$ cat src/rtl/gpio_muxport_pkg.sv
package gpio_muxport_pkg;
  typedef enum logic [1:0] {
    OWN_GPIO = 2'd0,
    OWN_SPI  = 2'd1,
    OWN_RCAN = 2'd2,
    OWN_CAN  = 2'd3
  } pin_owner_e;

  localparam int ADDR_OUTVAL  = 0;
  localparam int ADDR_DIR     = 1;
  localparam int ADDR_SAMPLED = 2;
endpackage

$ cat src/rtl/gpio_regs.sv
module gpio_regs
  import gpio_muxport_pkg::*;
#(
  parameter int W      = 8,
  parameter int ADDR_W = 2
) (
  input  logic              clk,
  input  logic              rst,
  input  logic [ADDR_W-1:0] addr,
  input  logic              we,
  input  logic [W-1:0]      wdata,
  input  logic [W-1:0]      sampled,
  output logic [W-1:0]      rdata,
  output logic [W-1:0]      outval_q,
  output logic [W-1:0]      dir_q
);
  localparam logic [ADDR_W-1:0] A_OUT = ADDR_W'(ADDR_OUTVAL);
  localparam logic [ADDR_W-1:0] A_DIR = ADDR_W'(ADDR_DIR);
  localparam logic [ADDR_W-1:0] A_SMP = ADDR_W'(ADDR_SAMPLED);

  logic [W-1:0] rd_mux;

  always_comb begin
    rd_mux = '0;
    if (addr == A_OUT)      rd_mux = outval_q;
    else if (addr == A_DIR) rd_mux = dir_q;
    else if (addr == A_SMP) rd_mux = sampled;
  end

  always_ff @(posedge clk) begin
    if (rst) begin
      outval_q <= '0;
      dir_q    <= '0;
      rdata    <= '0;
    end else begin
      if (we && addr == A_OUT) outval_q <= wdata;
      if (we && addr == A_DIR) dir_q    <= wdata;
      rdata <= rd_mux;
    end
  end

  // registers come out of reset cleared
  a_r1_regs_cleared: assert property (@(posedge clk) disable iff (rst)
    $past(rst) |-> (outval_q == '0 && dir_q == '0));

  // a direction write lands on its edge
  a_r2_dir_write: assert property (@(posedge clk) disable iff (rst)
    (we && addr == A_DIR) |=> (dir_q == $past(wdata)));

  // writes outside the mapped registers leave both unchanged
  a_r10_unmapped_write: assert property (@(posedge clk) disable iff (rst)
    (we && addr != A_OUT && addr != A_DIR) |=> ($stable(dir_q) && $stable(outval_q)));
endmodule

$ cat src/rtl/gpio_insync.sv
module gpio_insync #(
  parameter int W      = 8,
  parameter int STAGES = 2,
  parameter int SETTLE = 2
) (
  input  logic         clk,
  input  logic         rst,
  input  logic [W-1:0] pin_in,
  output logic [W-1:0] sync_out,
  output logic [W-1:0] sampled_q
);
  localparam int CNT_W = $clog2(SETTLE + 1);
  localparam logic [CNT_W-1:0] CNT_DONE = CNT_W'(SETTLE);

  logic [W-1:0]     sync_q [STAGES];
  logic [CNT_W-1:0] settle_cnt;
  logic             ready;

  // synchronizer flops are not reset so the pads are tracked during reset
  for (genvar s = 0; s < STAGES; s++) begin : g_stage
    if (s == 0) begin : g_first
      always_ff @(posedge clk) sync_q[s] <= pin_in;
    end else begin : g_next
      always_ff @(posedge clk) sync_q[s] <= sync_q[s-1];
    end
  end

  assign sync_out = sync_q[STAGES-1];
  assign ready    = (settle_cnt == CNT_DONE);

  always_ff @(posedge clk) begin
    if (rst) begin
      settle_cnt <= '0;
      sampled_q  <= '0;
    end else begin
      if (!ready) settle_cnt <= settle_cnt + 1'b1;
      if (ready)  sampled_q  <= sync_out;
    end
  end

  // sampled register stays clear until the settling window ends
  a_r6_settle_clear: assert property (@(posedge clk) disable iff (rst)
    !ready |-> (sampled_q == '0));

  // once settled the register tracks the synchronizer output
  a_r6_settle_track: assert property (@(posedge clk) disable iff (rst)
    ready |=> (sampled_q == $past(sync_out)));
endmodule

$ cat src/rtl/gpio_pinmux.sv
module gpio_pinmux
  import gpio_muxport_pkg::*;
#(
  parameter int W            = 8,
  parameter int CAN_RX_PIN   = 0,
  parameter int CAN_TX_PIN   = 1,
  parameter int RCAN_RX_PIN  = 4,
  parameter int RCAN_TX_PIN  = 5,
  parameter int SPI_MISO_PIN = 4,
  parameter int SPI_SS_PIN   = 5
) (
  input  logic         clk,
  input  logic         rst,
  input  logic [W-1:0] outval_q,
  input  logic [W-1:0] dir_q,
  input  logic         can_en,
  input  logic         can_tx,
  input  logic         rcan_en,
  input  logic         rcan_tx,
  input  logic         spi_en,
  input  logic         spi_bidir,
  input  logic         spi_miso_oe,
  input  logic         spi_miso_o,
  input  logic         spi_ss_oe,
  input  logic         spi_ss_o,
  output logic [W-1:0] pin_out,
  output logic [W-1:0] pin_oe
);
  logic         spi_act;
  logic [W-1:0] nxt_oe;
  logic [W-1:0] nxt_out;

  assign spi_act = spi_en && !spi_bidir;

  for (genvar i = 0; i < W; i++) begin : g_pin
    localparam bit IS_CAN    = (i == CAN_RX_PIN)  || (i == CAN_TX_PIN);
    localparam bit IS_CANTX  = (i == CAN_TX_PIN);
    localparam bit IS_RCAN   = (i == RCAN_RX_PIN) || (i == RCAN_TX_PIN);
    localparam bit IS_RCANTX = (i == RCAN_TX_PIN);
    localparam bit IS_MISO   = (i == SPI_MISO_PIN);
    localparam bit IS_SS     = (i == SPI_SS_PIN);

    pin_owner_e owner;
    logic       oe_b;
    logic       out_b;

    // lowest priority first, each later test overrides
    always_comb begin
      owner = OWN_GPIO;
      if (spi_act && (IS_MISO || IS_SS)) owner = OWN_SPI;
      if (rcan_en && IS_RCAN)            owner = OWN_RCAN;
      if (can_en && IS_CAN)              owner = OWN_CAN;
    end

    always_comb begin
      oe_b  = dir_q[i];
      out_b = outval_q[i];
      case (owner)
        OWN_CAN: begin
          oe_b  = IS_CANTX;
          out_b = IS_CANTX ? can_tx : outval_q[i];
        end
        OWN_RCAN: begin
          oe_b  = IS_RCANTX;
          out_b = IS_RCANTX ? rcan_tx : outval_q[i];
        end
        OWN_SPI: begin
          oe_b  = IS_MISO ? spi_miso_oe : spi_ss_oe;
          out_b = IS_MISO ? spi_miso_o  : spi_ss_o;
        end
        default: begin
          oe_b  = dir_q[i];
          out_b = outval_q[i];
        end
      endcase
    end

    assign nxt_oe[i]  = oe_b;
    assign nxt_out[i] = out_b;
  end

  always_ff @(posedge clk) begin
    if (rst) begin
      pin_oe  <= '0;
      pin_out <= '0;
    end else begin
      pin_oe  <= nxt_oe;
      pin_out <= nxt_out;
    end
  end

  // every pin is an input right after reset
  a_r1_pins_input: assert property (@(posedge clk) disable iff (rst)
    $past(rst) |-> (pin_oe == '0));

  // with no peripheral active the pads follow the registers
  a_r3_gpio_follow: assert property (@(posedge clk) disable iff (rst)
    (!can_en && !rcan_en && !spi_act) |=>
      (pin_oe == $past(dir_q) && pin_out == $past(outval_q)));

  // CAN transmit pin drives, receive pin listens
  a_r7_can_dirs: assert property (@(posedge clk) disable iff (rst)
    can_en |=> (pin_oe[CAN_TX_PIN] && !pin_oe[CAN_RX_PIN]
                && pin_out[CAN_TX_PIN] == $past(can_tx)));

  // routed CAN wins its pins regardless of SPI
  a_r8_rcan_wins: assert property (@(posedge clk) disable iff (rst)
    (rcan_en && !can_en) |=> (pin_oe[RCAN_TX_PIN] && !pin_oe[RCAN_RX_PIN]
                && pin_out[RCAN_TX_PIN] == $past(rcan_tx)));
endmodule

$ cat src/rtl/gpio_muxport.sv
module gpio_muxport
  import gpio_muxport_pkg::*;
#(
  parameter int W            = 8,
  parameter int ADDR_W       = 2,
  parameter int SYNC_STAGES  = 2,
  parameter int SETTLE       = 2,
  parameter int CAN_RX_PIN   = 0,
  parameter int CAN_TX_PIN   = 1,
  parameter int RCAN_RX_PIN  = 4,
  parameter int RCAN_TX_PIN  = 5,
  parameter int SPI_MISO_PIN = 4,
  parameter int SPI_SS_PIN   = 5
) (
  input  logic              clk,
  input  logic              rst,
  input  logic [ADDR_W-1:0] bus_addr,
  input  logic              bus_we,
  input  logic [W-1:0]      bus_wdata,
  output logic [W-1:0]      bus_rdata,
  input  logic              can_en,
  input  logic              can_tx,
  input  logic              rcan_en,
  input  logic              rcan_tx,
  input  logic              spi_en,
  input  logic              spi_bidir,
  input  logic              spi_miso_oe,
  input  logic              spi_miso_o,
  input  logic              spi_ss_oe,
  input  logic              spi_ss_o,
  input  logic [W-1:0]      pin_in,
  output logic [W-1:0]      pin_out,
  output logic [W-1:0]      pin_oe,
  output logic [W-1:0]      periph_in
);
  logic [W-1:0] outval_q;
  logic [W-1:0] dir_q;
  logic [W-1:0] sampled_q;

  gpio_insync #(.W(W), .STAGES(SYNC_STAGES), .SETTLE(SETTLE)) u_insync (
    .clk       (clk),
    .rst       (rst),
    .pin_in    (pin_in),
    .sync_out  (periph_in),
    .sampled_q (sampled_q)
  );

  gpio_regs #(.W(W), .ADDR_W(ADDR_W)) u_regs (
    .clk      (clk),
    .rst      (rst),
    .addr     (bus_addr),
    .we       (bus_we),
    .wdata    (bus_wdata),
    .sampled  (sampled_q),
    .rdata    (bus_rdata),
    .outval_q (outval_q),
    .dir_q    (dir_q)
  );

  gpio_pinmux #(
    .W(W), .CAN_RX_PIN(CAN_RX_PIN), .CAN_TX_PIN(CAN_TX_PIN),
    .RCAN_RX_PIN(RCAN_RX_PIN), .RCAN_TX_PIN(RCAN_TX_PIN),
    .SPI_MISO_PIN(SPI_MISO_PIN), .SPI_SS_PIN(SPI_SS_PIN)
  ) u_pinmux (
    .clk         (clk),
    .rst         (rst),
    .outval_q    (outval_q),
    .dir_q       (dir_q),
    .can_en      (can_en),
    .can_tx      (can_tx),
    .rcan_en     (rcan_en),
    .rcan_tx     (rcan_tx),
    .spi_en      (spi_en),
    .spi_bidir   (spi_bidir),
    .spi_miso_oe (spi_miso_oe),
    .spi_miso_o  (spi_miso_o),
    .spi_ss_oe   (spi_ss_oe),
    .spi_ss_o    (spi_ss_o),
    .pin_out     (pin_out),
    .pin_oe      (pin_oe)
  );
endmodule

$ cat config.mk
export PLATFORM = sky130hd
export DESIGN_NAME = gpio_muxport
export DESIGN_NICKNAME = d
export VERILOG_FILES = /design/src/rtl/gpio_muxport_pkg.sv /design/src/rtl/gpio_regs.sv /design/src/rtl/gpio_insync.sv /design/src/rtl/gpio_pinmux.sv /design/src/rtl/gpio_muxport.sv
export SDC_FILE = /design/constraint.sdc
export NUM_CORES = 1
export LEC_CHECK = 0
export BUFFER_PORTS_ARGS = -buffer_cell sky130_fd_sc_hd__buf_2
export CORE_MARGIN = 8
export CORE_UTILIZATION = 30
export DETAILED_ROUTE_END_ITERATION = 12
export PLACE_DENSITY_LB_ADDON = 0.05
export SYNTH_ARGS = -nofsm -noshare
export SYNTH_HDL_FRONTEND = slang
export SYNTH_SLANG_ARGS = --single-unit
export TNS_END_PERCENT = 10
$ cat constraint.sdc
create_clock -name clk -period 1.4 [get_ports clk]
set_clock_uncertainty 0.1 [all_clocks]
set_input_delay 0.07 -clock clk [delete_from_list [all_inputs] [get_ports clk]]
set_output_delay 0.07 -clock clk [all_outputs]
set_load 0.05 [all_outputs]
==> reports/results.ini, run 1 <==
[pwr]
internal_power_w=0.00299
p_seq_share_pct=50.4
worst_ir_drop_vdd_uv=679
total_leakage_power_nw=1.27
comb_power_share_pct=16.6
swShare_pct=27.2
total_switching_power_w=0.00112
pwr-share-clk_pct=32.9
pwr_density_cell_nw_per_um2=1390

[route]
drt-wirelength-per-cell_um=13.3
dr_total_vias=1671
drt-met1-wl_um=2360
dr.pass1.iters=4
met2WireLength_um=2520
drt_wl_total_um=5330
top_layer=met4
postRouteAntennaNets=0
post-route-drc-count=0
drt-vias-per-instance=4.17
sum_of_met3_wire_segment_lengths_after_detailed_routing_um=391
detailedRoute.firstIterationViolations=42

[cts]
cts_inserted_buffers=9
clkSlewWorstSetupHoldPaths_ps=70
ctsLongestPathBuffers=2
cts-root-buf=sky130_fd_sc_hd__clkbuf_8
clk_latency_ps=330
tritoncts_clock_tree=built
clock_sinks=66
cts_max_level=3

[global_routing]
global_route_wire_length_before_repair_um=8310
grt_max_degree=27
globalRouteTotalUtil_pct=10.8
number_of_global_route_vias_before_repair=1680
antenna_found_initial=0
grt_overflow_total=0

[outcome]
status=finished, final reports clean

[sta]
finalSetupTns_ps=0
fmaxAchievable_mhz=777
report.final.slew_viol_count=0
report.final.setup_viol=0
period_minus_slack_ps=1290
period_share_pct=91.9
timing_worst_slew_pin_value_ps=467
setup_repair_after_global_routing_missed_its_margin=no
finalHoldViolCount=0
max-slew-margin-rel_pct=68.9

[setup_path]
worstRegToRegCells=4
cp_data_arrival_time_ps=1410
timing.critical_path.to_type=flop
rr_endpoint=u_insync.sampled_q[0]
worstSetupPathType=flop to flop
setup.reg_to_reg.worst_slack_ps=110
required_time_reported_for_the_critical_path_endpoint_ps=1520
top_fanout_value_on_the_critical_path=11
r2r-start=u_insync.settle_cnt[0]
timing.critical_path.from_type=flop

[finish]
final_common_cell=sky130_fd_sc_hd__dfxtp_1
finalInstanceArea_um2=2950
layout.nets=329
flow.area_growth_from_synthesis_pct=34.1
fill_cells=709
antenna-diode-count=0
layout_common_cells=66 x sky130_fd_sc_hd__dfxtp_1, 62 x sky130_fd_sc_hd__buf_2, 32 x sky130_fd_sc_hd__nand2_1
final_layout_size_suffix_gt1_share_pct=28.5

[hold_path]
min_path_type=primary input to flop
whs_endpoint=u_pinmux.pin_out[5]
hold_path_startpoint=spi_ss_o
worst_hold_path.num_cells=3

[synthesis]
synth.lib_cells_used.distinct=25
synth_warnings=0
fraction_of_the_yosys_area_taken_by_sequential_cells_pct=60.0
synth_top_cell_by_area=sky130_fd_sc_hd__dfxtp_1
mappedNetlistArea_um2=2200
syn-num-nets=247
post_synth.cell_area_avg_um2=10.2
ys_seq_elements=66
netlist.area_leader.share_pct=60.0
post_synth_inst_count=215
yosys-top-cells-area=sky130_fd_sc_hd__dfxtp_1 60%, sky130_fd_sc_hd__mux2i_1 8.2%, sky130_fd_sc_hd__nand2_1 5.5%

[die]
design.die.area_um2=10300
core.rowCount=31
die-width_um=102
floorplan.initialDensity_pct=30.7
die_height_um=102
core_area_um2=7180
floorplan.io_pins=63

[place]
placed_cell_area_um2=2540
portBuffers=62
globalplace.congestion=0.670
post-dp-hpwl_um=3640

[run]
cap_violations=0

-- worst max-delay path by stage --
stage	end	slack (ps)	start	cells past startpoint
after floorplan	u_insync.sampled_q[0]	190	u_insync.settle_cnt[0]	5
after global placement	u_insync.sampled_q[0]	-60	u_insync.settle_cnt[0]	4
after detailed placement	u_insync.sampled_q[5]	-100	u_insync.settle_cnt[0]	4
after CTS	u_insync.sampled_q[0]	100	u_insync.settle_cnt[0]	4
after global routing	u_insync.sampled_q[7]	20	u_insync.settle_cnt[0]	4
final	u_insync.sampled_q[0]	110	u_insync.settle_cnt[0]	4
-- per-stage QoR --
stage	total power [W]	worst slack, ps	hold WS, ps	instances	util (%)
floorplan	0.00258	189	-2.28	215	-
global placement	0.00274	-61.7	72.5	361	35.4
detailed placement	0.00274	-102	73.6	361	35.4
CTS	0.00418	98.1	10.1	401	41.1
global route	0.00433	23.8	42.4	401	41.1
finish	0.00411	114	13.0	401	41.1
-- power groups by stage --
| stage | sequential (W) | clock [W] | combinational (W) |
|---|---|---|---|
| 2_1_floorplan | 0.00218 | 0 | 0.000397 |
| 3_3_place_gp | 0.00211 | 0 | 0.000624 |
| 3_5_place_dp | 0.00211 | 0 | 0.000630 |
| 4_1_cts | 0.00207 | 0.00141 | 0.000694 |
| 5_1_grt | 0.00209 | 0.00149 | 0.000749 |
| 6_report | 0.00207 | 0.00135 | 0.000683 |
-- layer usage --
layer  track usage, %  vias to the layer above
li1                 -                      869
met4             3.44                        0
met3             5.70                        5
met2             17.4                       39
met5                0                        -
met1             12.1                      758
-- registers in the layout, summed over array words and instances, names as in the netlist --
signal / cells
u_pinmux.pin_oe: 8
u_pinmux.pin_out: 8
u_regs.outval_q: 8
u_insync.sampled_q: 8
u_insync.sync_q: 16
u_insync.settle_cnt: 2
u_regs.dir_q: 8
u_regs.rdata: 8
-- cells by family after synthesis --
group,after synthesis,share of synthesized area (%)
buffers and inverters,30,7.56
and+or+nand+nor,71,15.3
AOI/OAI and AO/OA,28,7.90
muxes,18,8.19
xor gates and xnor gates,1,0.398
adders and majority gates,1,0.568
DFF,66,60.0
-- cells in the mapped netlist, drive strengths merged --
library cell and count:
dfxtp 66, nand2 32, a21oi 18, mux2i 18, nor2 18, buf 15
inv 10, o32ai 8, nor3 7, clkbuf 5, nor2b 5, nand2b 2
nand3b 2, a2111oi 1, and2b 1, and3b 1, ha 1, nor3b 1
o21ai 1, or2 1, or3b 1, xor2 1
-- area by class of cell --
type	count	area (µm²)	share of cell area (%)
clock buffer	13	149	5.05
clock inverter	3	15.0	0.509
timing repair buffer	91	588	19.9
tap	99	124	4.20
multi-input combinational	119	716	24.3
sequential	66	1320	44.8
inverter	10	37.5	1.27
-- critical path, stage by stage, from the launching register on --
cell and delay, ps:
sky130_fd_sc_hd__dfxtp_1 310, sky130_fd_sc_hd__inv_1 60, sky130_fd_sc_hd__ha_2 410, sky130_fd_sc_hd__mux2i_1 240, sky130_fd_sc_hd__nor2_1 60
-- what timing repair did --
item	4_1_cts	5_1_grt
hold buffers	24	0
endpoints found under the hold margin	31	0
resized for setup	1	0
setup buffers	0	0
endpoints found under the setup margin	10	0
(Power assumes the default switching activity.)
==> inputs of run 2 (changes only) <==
--- a/config.mk
+++ b/config.mk
@@ -9,7 +9,9 @@
 export CORE_MARGIN = 8
 export CORE_UTILIZATION = 30
 export DETAILED_ROUTE_END_ITERATION = 12
+export GPL_TIMING_DRIVEN = 0
 export PLACE_DENSITY_LB_ADDON = 0.05
+export SETUP_SLACK_MARGIN = 0.5
 export SYNTH_ARGS = -nofsm -noshare
 export SYNTH_HDL_FRONTEND = slang
 export SYNTH_SLANG_ARGS = --single-unit
==> reports/results.ini, run 2 (synthesis results as in run 1) <==
[cts]
ctsLongestPathBuffers=2  ; unchanged
cts_max_level=3  ; unchanged
clk_latency_ps=330  ; about the same
clock_sinks=66  ; unchanged
clkSlewWorstSetupHoldPaths_ps=60  ; about the same
cts-root-buf=sky130_fd_sc_hd__clkbuf_8
cts_hold_buffers=22  ; -8.3%
cts_inserted_buffers=9  ; unchanged
tritoncts_clock_tree=built

[route]
postRouteAntennaNets=0  ; unchanged
post-route-drc-count=0  ; unchanged
drt_wl_total_um=5640  ; +5.9%
drt-wirelength-per-cell_um=13.5  ; +1.8%
dr.pass1.iters=4  ; unchanged
dr_total_vias=1720  ; +2.9%
drt-vias-per-instance=4.12  ; -1.0%
detailedRoute.firstIterationViolations=27  ; -36%

[die]
design.die.area_um2=10300  ; unchanged
floorplan.initialDensity_pct=30.7  ; unchanged
die_height_um=102  ; unchanged
core_area_um2=7180  ; unchanged
floorplan.io_pins=63  ; unchanged
die-width_um=102  ; unchanged
core.rowCount=31  ; unchanged

[setup_path]
r2r-start=u_insync.settle_cnt[0]
cp_data_arrival_time_ps=1250  ; -160 ps
required_time_reported_for_the_critical_path_endpoint_ps=1510  ; about the same
timing.critical_path.from_type=flop
top_fanout_value_on_the_critical_path=5  ; -6
worstSetupPathType=flop to flop
timing.critical_path.to_type=flop
timing.critical_path.from=u_insync.settle_cnt[0]

[sta]
setup_repair_after_global_routing_missed_its_margin=yes
finalHoldViolCount=1  ; +1
fmaxAchievable_mhz=873  ; +12%
report.final.slew_viol_count=0  ; unchanged
report.final.setup_viol=0  ; unchanged
max-slew-margin-rel_pct=61.9  ; -7.0 points
timing_worst_slew_pin_value_ps=572  ; +105 ps
period_share_pct=81.8  ; -10 points
period_minus_slack_ps=1150  ; -141 ps
finalHoldWorstSlack_ps=-100  ; -113 ps
finalSetupTns_ps=0  ; unchanged

[global_routing]
grt_overflow_total=0  ; unchanged
globalRouteTotalUtil_pct=11.6  ; +0.82 points
antenna_found_initial=0  ; unchanged
global_route_wire_length_before_repair_um=8990  ; +8.2%
number_of_global_route_vias_before_repair=1795  ; +6.8%
grt_max_degree=11  ; -59%

[finish]
layout.core_utilization_pct=44.4  ; +3.3 points
finalInstanceArea_um2=3190  ; +8.0%
flow.area_growth_from_synthesis_pct=44.8
largest_register_ffs=16  ; unchanged
layout_common_cells=61 x sky130_fd_sc_hd__dfxtp_1, 56 x sky130_fd_sc_hd__buf_2, 32 x sky130_fd_sc_hd__nand2_1
final_layout_size_suffix_gt1_share_pct=33.3  ; +4.9 points
antenna-diode-count=0  ; unchanged
final_common_cell=sky130_fd_sc_hd__dfxtp_1
instances_no_fill=417  ; +4.0%
layout.nets=345  ; +4.9%
largest_register=u_insync.sync_q
fill_cells=724  ; +2.1%

[hold_path]
hold_path_startpoint=rcan_tx
min_path_type=primary input to flop

[outcome]
status=finished, violations left
failed_checks=negative hold slack

[run]
cap_violations=0  ; unchanged

[place]
placed_cell_area_um2=2660  ; +4.4%
portBuffers=61  ; -1.6%
post-dp-hpwl_um=3850  ; +5.8%
place.detailed.instances=375  ; +3.9%
globalplace.congestion=0.727  ; +8.6%

[pwr]
total_leakage_power_nw=1.37  ; +8.4%
pwr_density_cell_nw_per_um2=1380  ; -0.63%
worst_ir_drop_vdd_uv=774  ; +14%

-- run 2: changes by cell type in the layout (fill, tap and decap cells not counted), moves of 3 or more --
| cell | delta |
|---|---|
| sky130_fd_sc_hd__buf_6 | +10 |
| sky130_fd_sc_hd__clkbuf_1 | +4 |
| sky130_fd_sc_hd__buf_8 | +3 |
| sky130_fd_sc_hd__buf_4 | +4 |
| sky130_fd_sc_hd__buf_2 | -6 |
| sky130_fd_sc_hd__dfxtp_1 | -5 |
| sky130_fd_sc_hd__dfxtp_2 | +5 |
-- run 2: worst max-delay path, stage by stage (launching register included) --
cell and delay, ps:
sky130_fd_sc_hd__dfxtp_2 330, sky130_fd_sc_hd__inv_2 60, sky130_fd_sc_hd__ha_4 160, sky130_fd_sc_hd__clkbuf_16 150, sky130_fd_sc_hd__mux2i_1 180, sky130_fd_sc_hd__nor2_1 50
-- run 2: routing by layer --
metal | global-route usage [%] | vias up | wire, µm
li1 | - | 903 | -
met1 | 12.5 | 768 | 2430
met2 | 19.7 | 41 | 2770
met3 | 5.02 | 8 | 367
met4 | 4.47 | 0 | 74
met5 | 0 | - | 0
-- run 2: area by class of cell --
cell class              instances  area, µm²  share of cell area (%)
repair buffers                 87        634                    19.9
clock inverters                 2       10.0                   0.314
clock buffers                  14        173                    5.42
plain buffers                  20        155                    4.87
multi-input cells             119        726                    22.8
flip-flops and latches         66       1330                    41.7
well taps                      99        124                    3.89
inverters                      10       37.5                    1.18
-- run 2: through the flow --
stage | hold slack (ps) | total power [W] | setup slack [ps]
2_1_floorplan | -2.28 | 0.00265 | 340
3_3_place_gp | 73.5 | 0.00283 | 201
3_5_place_dp | 73.8 | 0.00283 | 219
4_1_cts | -112 | 0.00439 | 262
5_1_grt | -81.8 | 0.00462 | 204
6_report | -100 | 0.00441 | 255
-- run 2: worst paths after layout --
kind | endpoint | slack, ps | depth (start not counted)
max | u_insync.sampled_q[2] | 250 | 5
min | u_pinmux.pin_out[5] | -100 | 3
max reg2reg | u_insync.sampled_q[2] | 250 | 5
min reg2reg | u_insync.sync_q[0][9] | 230 | 0
-- run 2: power by group --
group          internal [W]  leakage, nW  total [W]  switching [W]
Sequential          0.00202        0.542    0.00209      0.0000705
Clock              0.000784       0.0965    0.00144       0.000660
Combinational      0.000440        0.734   0.000874       0.000434
-- run 2: repair_timing --
item | 4_1_cts | 5_1_grt
cloned | 0 | 1
hold endpoints to repair | 31 | 1
setup endpoints to repair | 45 | 52
buffers inserted | 2 | 1
pin swaps | 0 | 0
gates resized for setup | 26 | 0
==> inputs of run 3 (changes only) <==
==> constraint.sdc (replaced) <==
create_clock -name clk -period 0.95 [get_ports clk]
set_clock_uncertainty 0.1 [all_clocks]
set_input_delay 0.0475 -clock clk [delete_from_list [all_inputs] [get_ports clk]]
set_output_delay 0.0475 -clock clk [all_outputs]
set_load 0.05 [all_outputs]
==> reports/results.ini, run 3 (synthesis results as in run 1) <==
[die]
die-width_um=102  ; unchanged
core.rowCount=31  ; unchanged
die_height_um=102  ; unchanged
core_area_um2=7180  ; unchanged
floorplan.io_pins=63  ; unchanged
floorplan.initialDensity_pct=30.7  ; unchanged
design.die.area_um2=10300  ; unchanged

[pwr]
pwr_density_cell_nw_per_um2=1870  ; +35%
internal_power_w=0.00475  ; +46%
total_leakage_power_nw=1.40  ; +2.0%
pwr-share-clk_pct=30.6  ; -2.1 points
worst_ir_drop_vdd_uv=856  ; +11%
swShare_pct=26.7  ; +0.24 points
p_seq_share_pct=48.1  ; +0.7 points
post-layout-total-power_w=0.00648  ; +47%
comb_power_share_pct=21.3  ; +1.5 points
total_switching_power_w=0.00173  ; +48%

[route]
dr_total_vias=1720  ; unchanged
drt-wirelength-per-cell_um=14.4  ; +6.4%
drt-vias-per-instance=4.35  ; +5.6%
postRouteAntennaNets=0  ; unchanged
detailedRoute.firstIterationViolations=33  ; +22%
post-route-drc-count=0  ; unchanged
dr.pass1.iters=4  ; unchanged
drt_wl_total_um=5690  ; +0.80%

[sta]
finalHoldWorstSlack_ps=-296  ; -195 ps
setup_repair_after_global_routing_missed_its_margin=yes
finalHoldViolCount=31  ; +30
period_share_pct=120  ; +38 points
period_minus_slack_ps=1140  ; -7.22 ps
max-slew-margin-rel_pct=71.7  ; +9.8 points
fmaxAchievable_mhz=879  ; +0.63%
report.final.slew_viol_count=0  ; unchanged
post-route-worst-setup-slack_ps=-188  ; -443 ps
timing_worst_slew_pin_value_ps=424  ; -148 ps
report.final.setup_viol=31  ; +31

[cts]
cts-root-buf=sky130_fd_sc_hd__clkbuf_8
ctsLongestPathBuffers=2  ; unchanged
cts_max_level=3  ; unchanged
clkSlewWorstSetupHoldPaths_ps=60  ; about the same
tritoncts_clock_tree=built
clock_sinks=66  ; unchanged
clk_latency_ps=340  ; about the same
cts_inserted_buffers=9  ; unchanged

[setup_path]
timing.critical_path.from_type=flop
timing.critical_path.to_type=flop
worstSetupPathType=flop to flop
required_time_reported_for_the_critical_path_endpoint_ps=1070  ; -440 ps
top_fanout_value_on_the_critical_path=5  ; unchanged
cp_data_arrival_time_ps=1260  ; about the same

[global_routing]
globalRouteTotalUtil_pct=11.7  ; +0.040 points
number_of_global_route_vias_before_repair=1799  ; +0.22%
grt_overflow_total=0  ; unchanged
global_route_wire_length_before_repair_um=8940  ; -0.53%
grt_max_degree=11  ; unchanged
antenna_found_initial=0  ; unchanged

[place]
globalplace.congestion=0.727  ; unchanged
portBuffers=61  ; unchanged
place.detailed.instances=375  ; unchanged
post-dp-hpwl_um=3860  ; about the same

[finish]
final_layout_size_suffix_gt1_share_pct=63.9  ; +31 points
layout.nets=326  ; -5.5%
flow.area_growth_from_synthesis_pct=57.0
largest_register_ffs=16  ; unchanged
largest_register=u_insync.sync_q
antenna-diode-count=0  ; unchanged
final_common_cell=sky130_fd_sc_hd__dfxtp_2
instances_no_fill=395  ; -5.3%
layout_common_cells=51 x sky130_fd_sc_hd__dfxtp_2, 31 x sky130_fd_sc_hd__buf_8, 29 x sky130_fd_sc_hd__nand2_1, 29 x sky130_fd_sc_hd__buf_2

[outcome]
status=finished, violations left
failed_checks=negative hold slack, negative setup slack

[run]
cap_violations=0  ; unchanged

[hold_path]
min_path_type=primary input to flop

-- run 3: power by group through the flow --
stage | Clock (W) | Sequential (W) | Combinational (W)
2_1_floorplan | 0 | 0.00324 | 0.000663
3_3_place_gp | 0 | 0.00314 | 0.00102
3_5_place_dp | 0 | 0.00315 | 0.00102
4_1_cts | 0.00207 | 0.00311 | 0.00123
5_1_grt | 0.00217 | 0.00314 | 0.00150
6_report | 0.00198 | 0.00311 | 0.00138
-- run 3: stage by stage --
step	util, %	setup WS, ps	area, µm²	setup TNS [ps]	hold slack, ps
after CTS	46.7	-187	3350	-3090	-317
after floorplan	-	-110	2230	-934	-24.8
final	48.1	-188	3450	-2480	-296
after detailed placement	37.0	-234	2660	-7970	51.1
after global routing	48.1	-237	3450	-4110	-320
after global placement	37.0	-226	2660	-7590	51.1
-- run 3: layout make-up --
cell class / count / area [µm²]
Buffer: 20 / 198
Clock buffer: 13 / 159
Fill cell: 689 / 3720
Inverter: 10 / 37.5
Multi-Input combinational cell: 119 / 850
Sequential cell: 66 / 1390
Tap cell: 99 / 124
Timing Repair Buffer: 68 / 698
-- run 3: worst max-delay path, cell delays in order (launching register included) --
cell	delay, ps
sky130_fd_sc_hd__dfxtp_2	330
sky130_fd_sc_hd__inv_2	60
sky130_fd_sc_hd__ha_4	150
sky130_fd_sc_hd__clkbuf_16	160
sky130_fd_sc_hd__mux2i_1	170
sky130_fd_sc_hd__nor2_1	50
-- run 3: final timing paths --
path | from | to | slack [ps] | cells after the start
max reg2reg | u_insync.settle_cnt[0] | u_insync.sampled_q[0] | -190 | 5
min reg2reg | u_insync.sync_q[0][1] | u_insync.sync_q[0][9] | 220 | 0
max | u_insync.settle_cnt[0] | u_insync.sampled_q[0] | -190 | 5
min | pin_in[0] | u_insync.sync_q[0][0] | -300 | 1
-- run 3: routing by layer --
layer | vias to the layer above | routed length, µm | global-route usage [%] | part of all wire (%)
met5 | - | 0 | 0 | 0
met4 | 0 | 93 | 5.15 | 1.6
met3 | 10 | 391 | 5.15 | 6.9
met2 | 49 | 2810 | 19.2 | 49
met1 | 802 | 2390 | 12.7 | 42
li1 | 859 | - | - | -
-- run 3: timing repair --
item	in CTS	in global routing
hold endpoints to repair	31	31
setup buffers	5	1
pin swaps	41	31
resized for setup	179	24
endpoints found under the setup margin	90	90
cloned	0	1
